<file path="src/rtl/ring_pkg.sv">
package ring_pkg;
    localparam int STAGES = 4;
    localparam int IDX_W  = $clog2(STAGES);
    localparam int CNT_W  = IDX_W + 1;

    typedef logic [STAGES-1:0] ring_vec_t;

    typedef struct packed {
        ring_vec_t stages;
    } ring_state_t;

    localparam ring_vec_t RESET_PATTERN = ring_vec_t'(1);
endpackage

</file>
<file path="src/rtl/ring_feedback.sv">
module ring_feedback
    import ring_pkg::*;
(
    input  ring_vec_t cur,
    output ring_vec_t advanced
);
    logic serial_in;

    // Lower stages drive the serial input; the top stage is left out so that
    // a set bit arriving there wraps to zero patterns below it.
    assign serial_in = ~|cur[STAGES-2:0];

    assign advanced[0] = serial_in;
    for (genvar g = 1; g < STAGES; g++) begin : g_shift
        assign advanced[g] = cur[g-1];
    end
endmodule

</file>
<file path="src/rtl/ring_phase_decode.sv">
module ring_phase_decode
    import ring_pkg::*;
(
    input  ring_vec_t        vec,
    output logic [IDX_W-1:0] idx,
    output logic             ok
);
    logic [CNT_W-1:0] ones;
    logic [IDX_W-1:0] pos;

    always_comb begin
        ones = '0;
        pos  = '0;
        for (int i = 0; i < STAGES; i++) begin
            if (vec[i]) begin
                ones = ones + CNT_W'(1);
                pos  = IDX_W'(i);
            end
        end
        ok  = (ones == CNT_W'(1));
        idx = ok ? pos : '0;
    end
endmodule

</file>
<file path="src/rtl/ring_selfcorr_ctr.sv">
module ring_selfcorr_ctr
    import ring_pkg::*;
(
    input  logic                      clk,
    input  logic                      rst,
    input  logic                      en,
    input  logic                      seed_en,
    input  logic [ring_pkg::STAGES-1:0] seed_val,
    output logic [ring_pkg::STAGES-1:0] state,
    output logic [ring_pkg::IDX_W-1:0]  phase_idx,
    output logic                      phase_ok
);
    ring_state_t ctr_d, ctr_q;
    ring_vec_t   step_vec;

    ring_feedback u_fb (
        .cur      (ctr_q.stages),
        .advanced (step_vec)
    );

    always_comb begin
        ctr_d = ctr_q;
        if (rst) begin
            ctr_d.stages = RESET_PATTERN;
        end else if (seed_en) begin
            ctr_d.stages = seed_val;
        end else if (en) begin
            ctr_d.stages = step_vec;
        end
    end

    always_ff @(posedge clk) begin
        ctr_q <= ctr_d;
    end

    assign state = ctr_q.stages;

    ring_phase_decode u_dec (
        .vec (ctr_q.stages),
        .idx (phase_idx),
        .ok  (phase_ok)
    );

    AST_RESET_ONEHOT: assert property (@(posedge clk)
        rst |=> (state == 4'b0001));
    AST_HOLD_IDLE: assert property (@(posedge clk) disable iff (rst)
        (!en && !seed_en) |=> $stable(state));
    AST_SEED_LOAD: assert property (@(posedge clk) disable iff (rst)
        seed_en |=> (state == $past(seed_val)));
    AST_UPPER_SHIFT: assert property (@(posedge clk) disable iff (rst)
        (en && !seed_en) |=> (state[3:1] == $past(state[2:0])));
    AST_LOW_FEED: assert property (@(posedge clk) disable iff (rst)
        (en && !seed_en) |=> (state[0] == !($past(state[0]) || $past(state[1]) || $past(state[2]))));
    AST_LEGAL_KEPT: assert property (@(posedge clk) disable iff (rst)
        (phase_ok && !seed_en) |=> phase_ok);
    AST_OK_MATCH: assert property (@(posedge clk) disable iff (rst)
        phase_ok == ($countones(state) == 1));
endmodule

</file>
<file path="config.mk">
export PLATFORM = sky130hd
export DESIGN_NAME = ring_selfcorr_ctr
export DESIGN_NICKNAME = d
export VERILOG_FILES = /design/src/rtl/ring_pkg.sv /design/src/rtl/ring_feedback.sv /design/src/rtl/ring_phase_decode.sv /design/src/rtl/ring_selfcorr_ctr.sv
export SDC_FILE = /design/constraint.sdc
export NUM_CORES = 1
export LEC_CHECK = 0
export BUFFER_PORTS_ARGS = -buffer_cell sky130_fd_sc_hd__buf_4
export CAP_MARGIN = 25
export CORE_AREA = 2 2 39 41
export DETAILED_ROUTE_END_ITERATION = 10
export DIE_AREA = 0 0 41 43
export PLACE_DENSITY = 0.62
export SETUP_SLACK_MARGIN = 0.15
export SYNTH_ARGS = -nofsm -noshare
export SYNTH_HDL_FRONTEND = slang
export SYNTH_SLANG_ARGS = --single-unit
</file>
<file path="constraint.sdc">
create_clock -name clk -period 5.1 [get_ports clk]
set_clock_uncertainty 0.1 [all_clocks]
set_input_delay 0.255 -clock clk [delete_from_list [all_inputs] [get_ports clk]]
set_output_delay 0.255 -clock clk [all_outputs]
set_load 0.1 [all_outputs]
</file>
-- Yosys cells after proc, flatten, opt, wreduce, memory -nomap -nowiden
Index checks and enable logic that the tools add are counted.
- register bits: 4
- memories: 0
- output and inout bits: 7
- latch bits: 0
- RAM bits: 0
- ROM bits: 0
- multiplexer cells: 10
- equal/unequal tests: 1
- magnitude comparators: 0
- multipliers: 0
- div/mod/pow operators: 0
- shifts and indexed selects: 0
- add/sub/neg operators: 3
- bitwise operators: 0
- reduce and logical (&&, ||, !) cells: 3
- operators with widths (operator ; count):
    $mux 3 ; 3
    $mux 4 ; 2
    $add 3x1->3 const B ; 2
    $mux 2 ; 3
    $eq 3x1->1 const B ; 1
    $reduce_or 3->1 ; 1
    $add 1x1->2 const B ; 1
    $mux 1 ; 2
    $reduce_bool 2->1 ; 1
    $logic_not 1->1 ; 1

-- Depth between registers and ports, before layout
Gate-level depths: netlist (run 1).
- word-level depth: 9
- gate-level depth with buffers: 8

-- Cells and area by module
From an unflattened synthesis (run 1), not the netlist that was laid out.
- cells, all modules: 53
- area, all modules: 422.9 µm²
- by module, submodules not included (module ; cells an instance ; instances ; seq. area each (µm²) ; area an instance (µm²)):
    ring_phase_decode ; 29 ; 1 ; 0.0 ; 196.4
    ring_selfcorr_ctr ; 19 ; 1 ; 80.1 ; 186.4
    ring_feedback ; 5 ; 1 ; 0.0 ; 40.0

-- Worst setup path before layout (run 1)
OpenSTA, ideal clock, no wires.
- kind: reg-to-output
- start point: reg ctr_q, in the netlist state[0]
- end point: out phase_idx[0] (netlist name)
- buffers on the path: 1
- data required time: 4745 ps
- arrival time: 4167 ps
- cell stages (with the launch flop): 9
- path slack: 578 ps
- path through: dfxtp_1 inv_1 ha_1 buf_6 xor2_1 ha_1 or2_0 mux4_2 a21oi_1
- word-level cells in the longest chain between the ends: 9
- RTL lines (element ; RTL line ; text):
    start, declared ; ring_selfcorr_ctr.sv:13 ; ring_state_t ctr_d, ctr_q;
    start signal, assigned ; ring_selfcorr_ctr.sv:33 ; ctr_q <= ctr_d;
    $mux 1 (*) ; ring_phase_decode.sv:15 ; if (vec[i]) begin
    $add 1x1->2 ; ring_phase_decode.sv:16 ; ones = ones + CNT_W'(1);
    $mux 3 (*) ; ring_phase_decode.sv:15 ;
    $add 3x1->3 ; ring_phase_decode.sv:16 ;
    $mux 3 (*) ; ring_phase_decode.sv:15 ;
    $add 3x1->3 ; ring_phase_decode.sv:16 ;
    $mux 3 (*) ; ring_phase_decode.sv:15 ;
    $eq 3x1->1 (*) ; ring_phase_decode.sv:20 ; ok = (ones == CNT_W'(1));
    $mux 2 (*) ; ring_phase_decode.sv:21 ; idx = ok ? pos : '0;
    end, declared ; ring_selfcorr_ctr.sv:10 ; output logic [ring_pkg::IDX_W-1:0] phase_idx,
Mark *: on every way between the ends. The rest lies on a longest branch, timed or not.

-- Worst setup path after layout (run 1)
Same ends and word-level chain as after synthesis.

==> results of run 1 <==
[through the flow]
| step | util | setup WS, ns | hold slack (ns) | instance area, um^2 | std cells |
|---|---|---|---|---|---|
| 5_1_grt | 0.3870 | 1.850 | 0.09423 | 535.5 | 79 |
| 3_3_place_gp | 0.3707 | 2.276 | 0.3507 | 513.0 | 76 |
| 2_1_floorplan | - | 0.5784 | 0.2274 | 406.6 | 49 |
| 4_1_cts | 0.3870 | 1.986 | 0.09582 | 535.5 | 79 |
| 3_5_place_dp | 0.3707 | 2.251 | 0.3474 | 513.0 | 76 |
| 6_report | 0.3870 | 2.014 | 0.1033 | 535.5 | 79 |
[layer usage]
layer  track usage  wire length, um  vias up
li1              -                -      201
met5             0                0        -
met1        0.1424              347      168
met3       0.01571               35        0
met2        0.1688              405       10
met4        0.1000                0        0
[path summary, 6_finish.rpt]
path | from | to | slack [ns] | cells past startpoint
min reg2reg | state[0] | state[0] | 0.60 | 3
max | state[0] | phase_idx[0] | 2.01 | 8
max reg2reg | state[0] | state[0] | 3.87 | 5
min | rst | state[1] | 0.10 | 2
[synthesized netlist by cell type (all sizes together)]
| cell type | number |
|---|---|
| nand3b | 1 |
| mux2i | 3 |
| inv | 3 |
| nand2b | 4 |
| o21ai | 2 |
| nand2 | 2 |
| or2 | 1 |
| xor2 | 2 |
| mux4 | 1 |
| a211o | 1 |
| clkbuf | 2 |
| and4 | 1 |
| dfxtp | 4 |
| a21oi | 5 |
| nand3 | 2 |
| ha | 4 |
| mux2 | 3 |
| o211ai | 1 |
| nor2 | 6 |
| buf | 1 |
[kinds of logic after synthesis]
| kind of cell | Yosys count | share of synthesized area |
|---|---|---|
| muxes | 7 | 0.2123 |
| xor gates and xnor gates | 2 | 0.04308 |
| buffers and inverters | 6 | 0.07385 |
| adders and majority gates | 4 | 0.1231 |
| AOI/OAI and AO/OA | 9 | 0.1262 |
| DFF | 4 | 0.1969 |
| and+or+nand+nor | 17 | 0.2246 |
[cell type report]
cell class,count,area (um^2),area share
tap,16,20.02,0.03738
sequential,4,80.08,0.1495
timing repair buffer,14,105.1,0.1963
inverter,3,11.26,0.02103
multi-input combinational,39,296.5,0.5537
clock buffer,3,22.52,0.04206
[report_power, final]
| group | total (mW) | internal (mW) | switching, mW |
|---|---|---|---|
| Sequential | 0.0384 | 0.0339 | 0.00450 |
| Combinational | 0.0940 | 0.0283 | 0.0657 |
| Clock | 0.0386 | 0.0263 | 0.0124 |
| Total | 0.171 | 0.0885 | 0.0825 |
==> out/summary.txt, run 1 <==
=================================================================================================
Port Buffers .......................................................................           14
Share of cells above drive strength 1 ..............................................       0.3651
Post-CTS Hold Buffers ..............................................................            0
Arrival @ worst endpoint ...........................................................      2.73 ns
Count of final max-slew check failures .............................................            0
Number of hold violations in the final report ......................................            0
Area of the mapped netlist .........................................................   406.6 um^2
Fill cell count ....................................................................          149
Leftover overflow at the end of global routing .....................................            0
Clock H-tree levels ................................................................            1
Critical Path RT ...................................................................      4.74 ns
Measured slew at the worst slew-check pin ..........................................    0.4255 ns
Width of the die ...................................................................        41 um
Register bit count reported by yosys ...............................................            4
Number of DRC markers after the initial detailed-route iteration ...................            6
CTS Buf Count ......................................................................            3
Global-route total usage across every layer ........................................       0.1167
PwrDens ............................................................................ 319.3 nW/um^2
Root buffer cell ...................................................................     clkbuf_4
Antenna fix cells ..................................................................            0
Crit path time final ...............................................................     3.086 ns
Critical Path Start Type ...........................................................         flop
Count of clock tree sinks ..........................................................            4
CP top delay family ................................................................  adder cells
Accumulated negative setup slack ...................................................         0 ns
Leading cell types in the layout, fill and taps excluded ........................... 14 x buf_4, 6 x nor2_1, 5 x a21oi_1, 4 x ha_1, 4 x dfxtp_1
CTS resizes ........................................................................            0
Proportion of synthesized chip area in sequential cells ............................       0.1969
Growth of design area from synthesis to finish .....................................       31.69%
Critical-path cell with the highest stage delay ....................................       mux4_2
Clock tree from TritonCTS ..........................................................        built
Number of nets in the layout .......................................................           77
Number of setup violations in the final report .....................................            0
Kind of critical path ..............................................................   reg -> out
Cell-by-cell listing of the critical path .......................................... inv_1, ha_1, xor2_1, ha_1, or2_0, mux4_2, a21oi_1, buf_4
Mapped Nets ........................................................................           61
Overall via count from detail_route ................................................          379
Number of buffers between clock root and the deepest sink ..........................            2
Number of buffer and inverter stages on the critical path ..........................            2
Total chip power ...................................................................    0.1710 mW
CTS clock-pin slew for the worst setup and hold paths ..............................      0.04 ns
Synth warn .........................................................................            0
GPL Wtd Cong .......................................................................       0.7185
Flip-flop count of the largest register, all copies and words added ................            4
Die area ...........................................................................    1763 um^2
Min-delay worst type ...............................................................    in -> reg
Number of ports placed on the die boundary .........................................           15
Yosys top cell area share ..........................................................       0.1969
Category of the worst setup path capture point ..................................... primary output
IR Drop Worst-Case VDD .............................................................  0.0001611 V
Instance count of the mapped netlist ...............................................           49
Biggest area contributors in the synthesized netlist ............................... dfxtp_1 20%, ha_1 12%, mux2_2 8.3%
Wire length reported by the detailed router ........................................       788 um
Standby leakage power ..............................................................    0.2475 nW
Most common library cell in the layout ignoring fill and taps ......................        buf_4
Largest fanout on the critical path ................................................            9
Number of cell rows ................................................................           14
Clock latency at the later pin of the worst-skew pair ..............................      0.23 ns
Worst slew margin ..................................................................       0.7160
Outcome ............................................................................ finished, final reports clean
DRT antenna net count ..............................................................            0
Core box area ......................................................................    1384 um^2
Post-synthesis average cell area ...................................................   8.299 um^2
Tcrit/Tclk final ...................................................................       0.6051
Buffers inserted during post-CTS setup optimization ................................            0
Initial cell density of the core ...................................................       0.2939
Die Y-Extent .......................................................................        43 um
Setup repair after global routing missed its margin ................................        false
Number of distinct library cell variants in the gate-level netlist after synthesis .           21
Number of detailed-route iterations in the first pass ..............................            2
Cell accounting for the most synthesized area ......................................      dfxtp_1
Initial antenna violation count ....................................................            0
Highest cell delay on the worst timing path ........................................      0.49 ns
Vias in the first global route .....................................................          343
Wire length per cell after detailed routing ........................................     9.975 um
DRC ................................................................................            0
Achievable frequency ...............................................................   0.3240 GHz
Largest net degree at the start of global routing ..................................           14
Critical Path Most Common Cell .....................................................         ha_1
Vias per cell ......................................................................        4.797
First-pass GRT wire length .........................................................      1359 um
Maximum capacitance violations .....................................................            0
=================================================================================================
Note: power is estimated with default switching activity, not from simulation.
==> run 2, diff against run 1 <==
==> constraint.sdc (replaced) <==
create_clock -name clk -period 3 [get_ports clk]
set_clock_uncertainty 0.1 [all_clocks]
set_input_delay 0.15 -clock clk [delete_from_list [all_inputs] [get_ports clk]]
set_output_delay 0.15 -clock clk [all_outputs]
set_load 0.1 [all_outputs]
==> run 2 against run 1 <==
Combinational power up 97%. First-iteration DRC count down 83%. Total power up 90%. Largest power group unchanged. Routed wire length up 11%. Worst hold slack worse by 0.081 ns. Cell count up 2.5%.
==> out/summary.txt, run 2 (same netlist as run 1, synthesis figures left out) <==
==================================================================================
Largest net degree at the start of global routing ...................           14
Final cell area excluding filler cells ..............................   623.1 um^2
Initial antenna violation count .....................................            0
Leftover overflow at the end of global routing ......................            0
IR Drop Worst-Case VDD ..............................................  0.0002765 V
Accumulated negative setup slack ....................................         0 ns
Wire length per cell after detailed routing .........................     10.78 um
Clock H-tree levels .................................................            1
Core box area .......................................................    1384 um^2
Count of clock tree sinks ...........................................            4
Post-detailed-placement half-perimeter wirelength ...................     684.8 um
Post-Route M1 WL ....................................................       379 um
Root buffer cell ....................................................     clkbuf_4
Clock latency at the later pin of the worst-skew pair ...............      0.24 ns
First-pass GRT wire length ..........................................      1407 um
DRC .................................................................            0
Critical Path RT ....................................................      2.75 ns
Largest fanout on the critical path .................................            9
Leading cell types in the layout, fill and taps excluded ............ 11 x buf_4, 5 x nor2_1
Met3 layer wire length in the routed design .........................        35 um
DRT antenna net count ...............................................            0
GPL Wtd Cong ........................................................       0.6679
CTS Buf Count .......................................................            3
Number of detailed-route iterations in the first pass ...............            2
Worst slew margin ...................................................       0.7796
Initial cell density of the core ....................................       0.2939
Number of buffers between clock root and the deepest sink ...........            2
Met2 Wirelength .....................................................       458 um
Number of cell rows .................................................           14
Number of DRC markers after the initial detailed-route iteration ....            1
Critical Path Start Type ............................................         flop
Kind of critical path ...............................................   reg -> out
Vias in the first global route ......................................          346
Crit path time final ................................................     2.738 ns
Width of the die ....................................................        41 um
Achievable frequency ................................................   0.3653 GHz
Min-delay worst type ................................................    in -> reg
Antenna fix cells ...................................................            0
Fill cell count .....................................................          139
Maximum capacitance violations ......................................            0
Die area ............................................................    1763 um^2
Most common library cell in the layout ignoring fill and taps .......        buf_4
Clock tree from TritonCTS ...........................................        built
Number of setup violations in the final report ......................            0
Die Y-Extent ........................................................        43 um
Growth of design area from synthesis to finish ......................       53.23%
Number of ports placed on the die boundary ..........................           15
Port Buffers ........................................................           14
Global-route total usage across every layer .........................       0.1206
Arrival @ worst endpoint ............................................      2.49 ns
Wire length reported by the detailed router .........................       873 um
Measured slew at the worst slew-check pin ...........................    0.3272 ns
Setup repair after global routing missed its margin .................         true
Vias per cell .......................................................        4.716
Standby leakage power ...............................................    0.2605 nW
Number of nets in the layout ........................................           78
Outcome ............................................................. finished, final reports clean
Flip-flop count of the largest register, all copies and words added .            4
Final hold slack ....................................................   0.02231 ns
Highest metal used ..................................................         met3
Tcrit/Tclk final ....................................................       0.9126
Share of cells above drive strength 1 ...............................       0.4923
Count of final max-slew check failures ..............................            0
Category of the worst setup path capture point ...................... primary output
Number of hold violations in the final report .......................            0
Overall via count from detail_route .................................          382
Buffers inserted during post-CTS setup optimization .................            0
Post-Place Cell Area ................................................   571.8 um^2
CTS clock-pin slew for the worst setup and hold paths ...............      0.04 ns
PwrDens ............................................................. 521.3 nW/um^2
==================================================================================
==> run 2: timing repair <==
action	in CTS	in global routing
resized for setup	0	4
setup endpoints to repair	0	3
hold endpoints to repair	3	0
hold buffers	1	0
==> run 2: report_power, final <==
group	switching, mW	internal [mW]	total (mW)
Clock	0.0240	0.0500	0.0741
Sequential	0.00892	0.0572	0.0661
Combinational	0.123	0.0620	0.185
==> run 2: final timing paths <==
kind | from | to | slack, ns | cells past startpoint
setup reg to reg | state[1] | state[0] | 1.87 | 5
hold / removal | seed_val[0] | state[0] | 0.02 | 2
setup / recovery | state[1] | phase_idx[0] | 0.26 | 8
hold reg to reg | state[0] | state[1] | 0.58 | 3
==> run 2: stage by stage <==
step | total power [mW] | utilization | cells | setup WS (ns)
6_report | 0.3248 | 0.4503 | 81 | 0.2622
5_1_grt | 0.3464 | 0.4503 | 81 | 0.1478
4_1_cts | 0.3231 | 0.4394 | 81 | 0.1816
3_5_place_dp | 0.2451 | 0.4132 | 76 | 0.4494
3_3_place_gp | 0.2419 | 0.4132 | 76 | 0.4886
2_1_floorplan | 0.2123 | - | 49 | 0.07654
==> run 2: worst max-delay path: stages, from the launching register on <==
cell     delay [ns]
dfxtp_4        0.38
inv_4          0.04
ha_4           0.30
xor2_1         0.15
ha_1           0.25
or2_0          0.19
mux4_2         0.55
a21oi_4        0.15
buf_6          0.23
==> run 2: per-layer routing <==
| metal | global-route usage | up-vias |
|---|---|---|
| met5 | 0 | - |
| met4 | 0.08000 | 0 |
| met3 | 0.03141 | 0 |
| met2 | 0.1781 | 10 |
| met1 | 0.1452 | 172 |
| li1 | - | 200 |
==> run 2: layout make-up <==
cell class | count | area [um^2] | share of cell area
multi-input combinational | 39 | 339.1 | 0.5442
timing repair buffer | 15 | 130.1 | 0.2088
sequential | 4 | 91.34 | 0.1466
clock buffer | 4 | 26.28 | 0.04217
tap | 16 | 20.02 | 0.03213
inverter | 3 | 16.27 | 0.02610
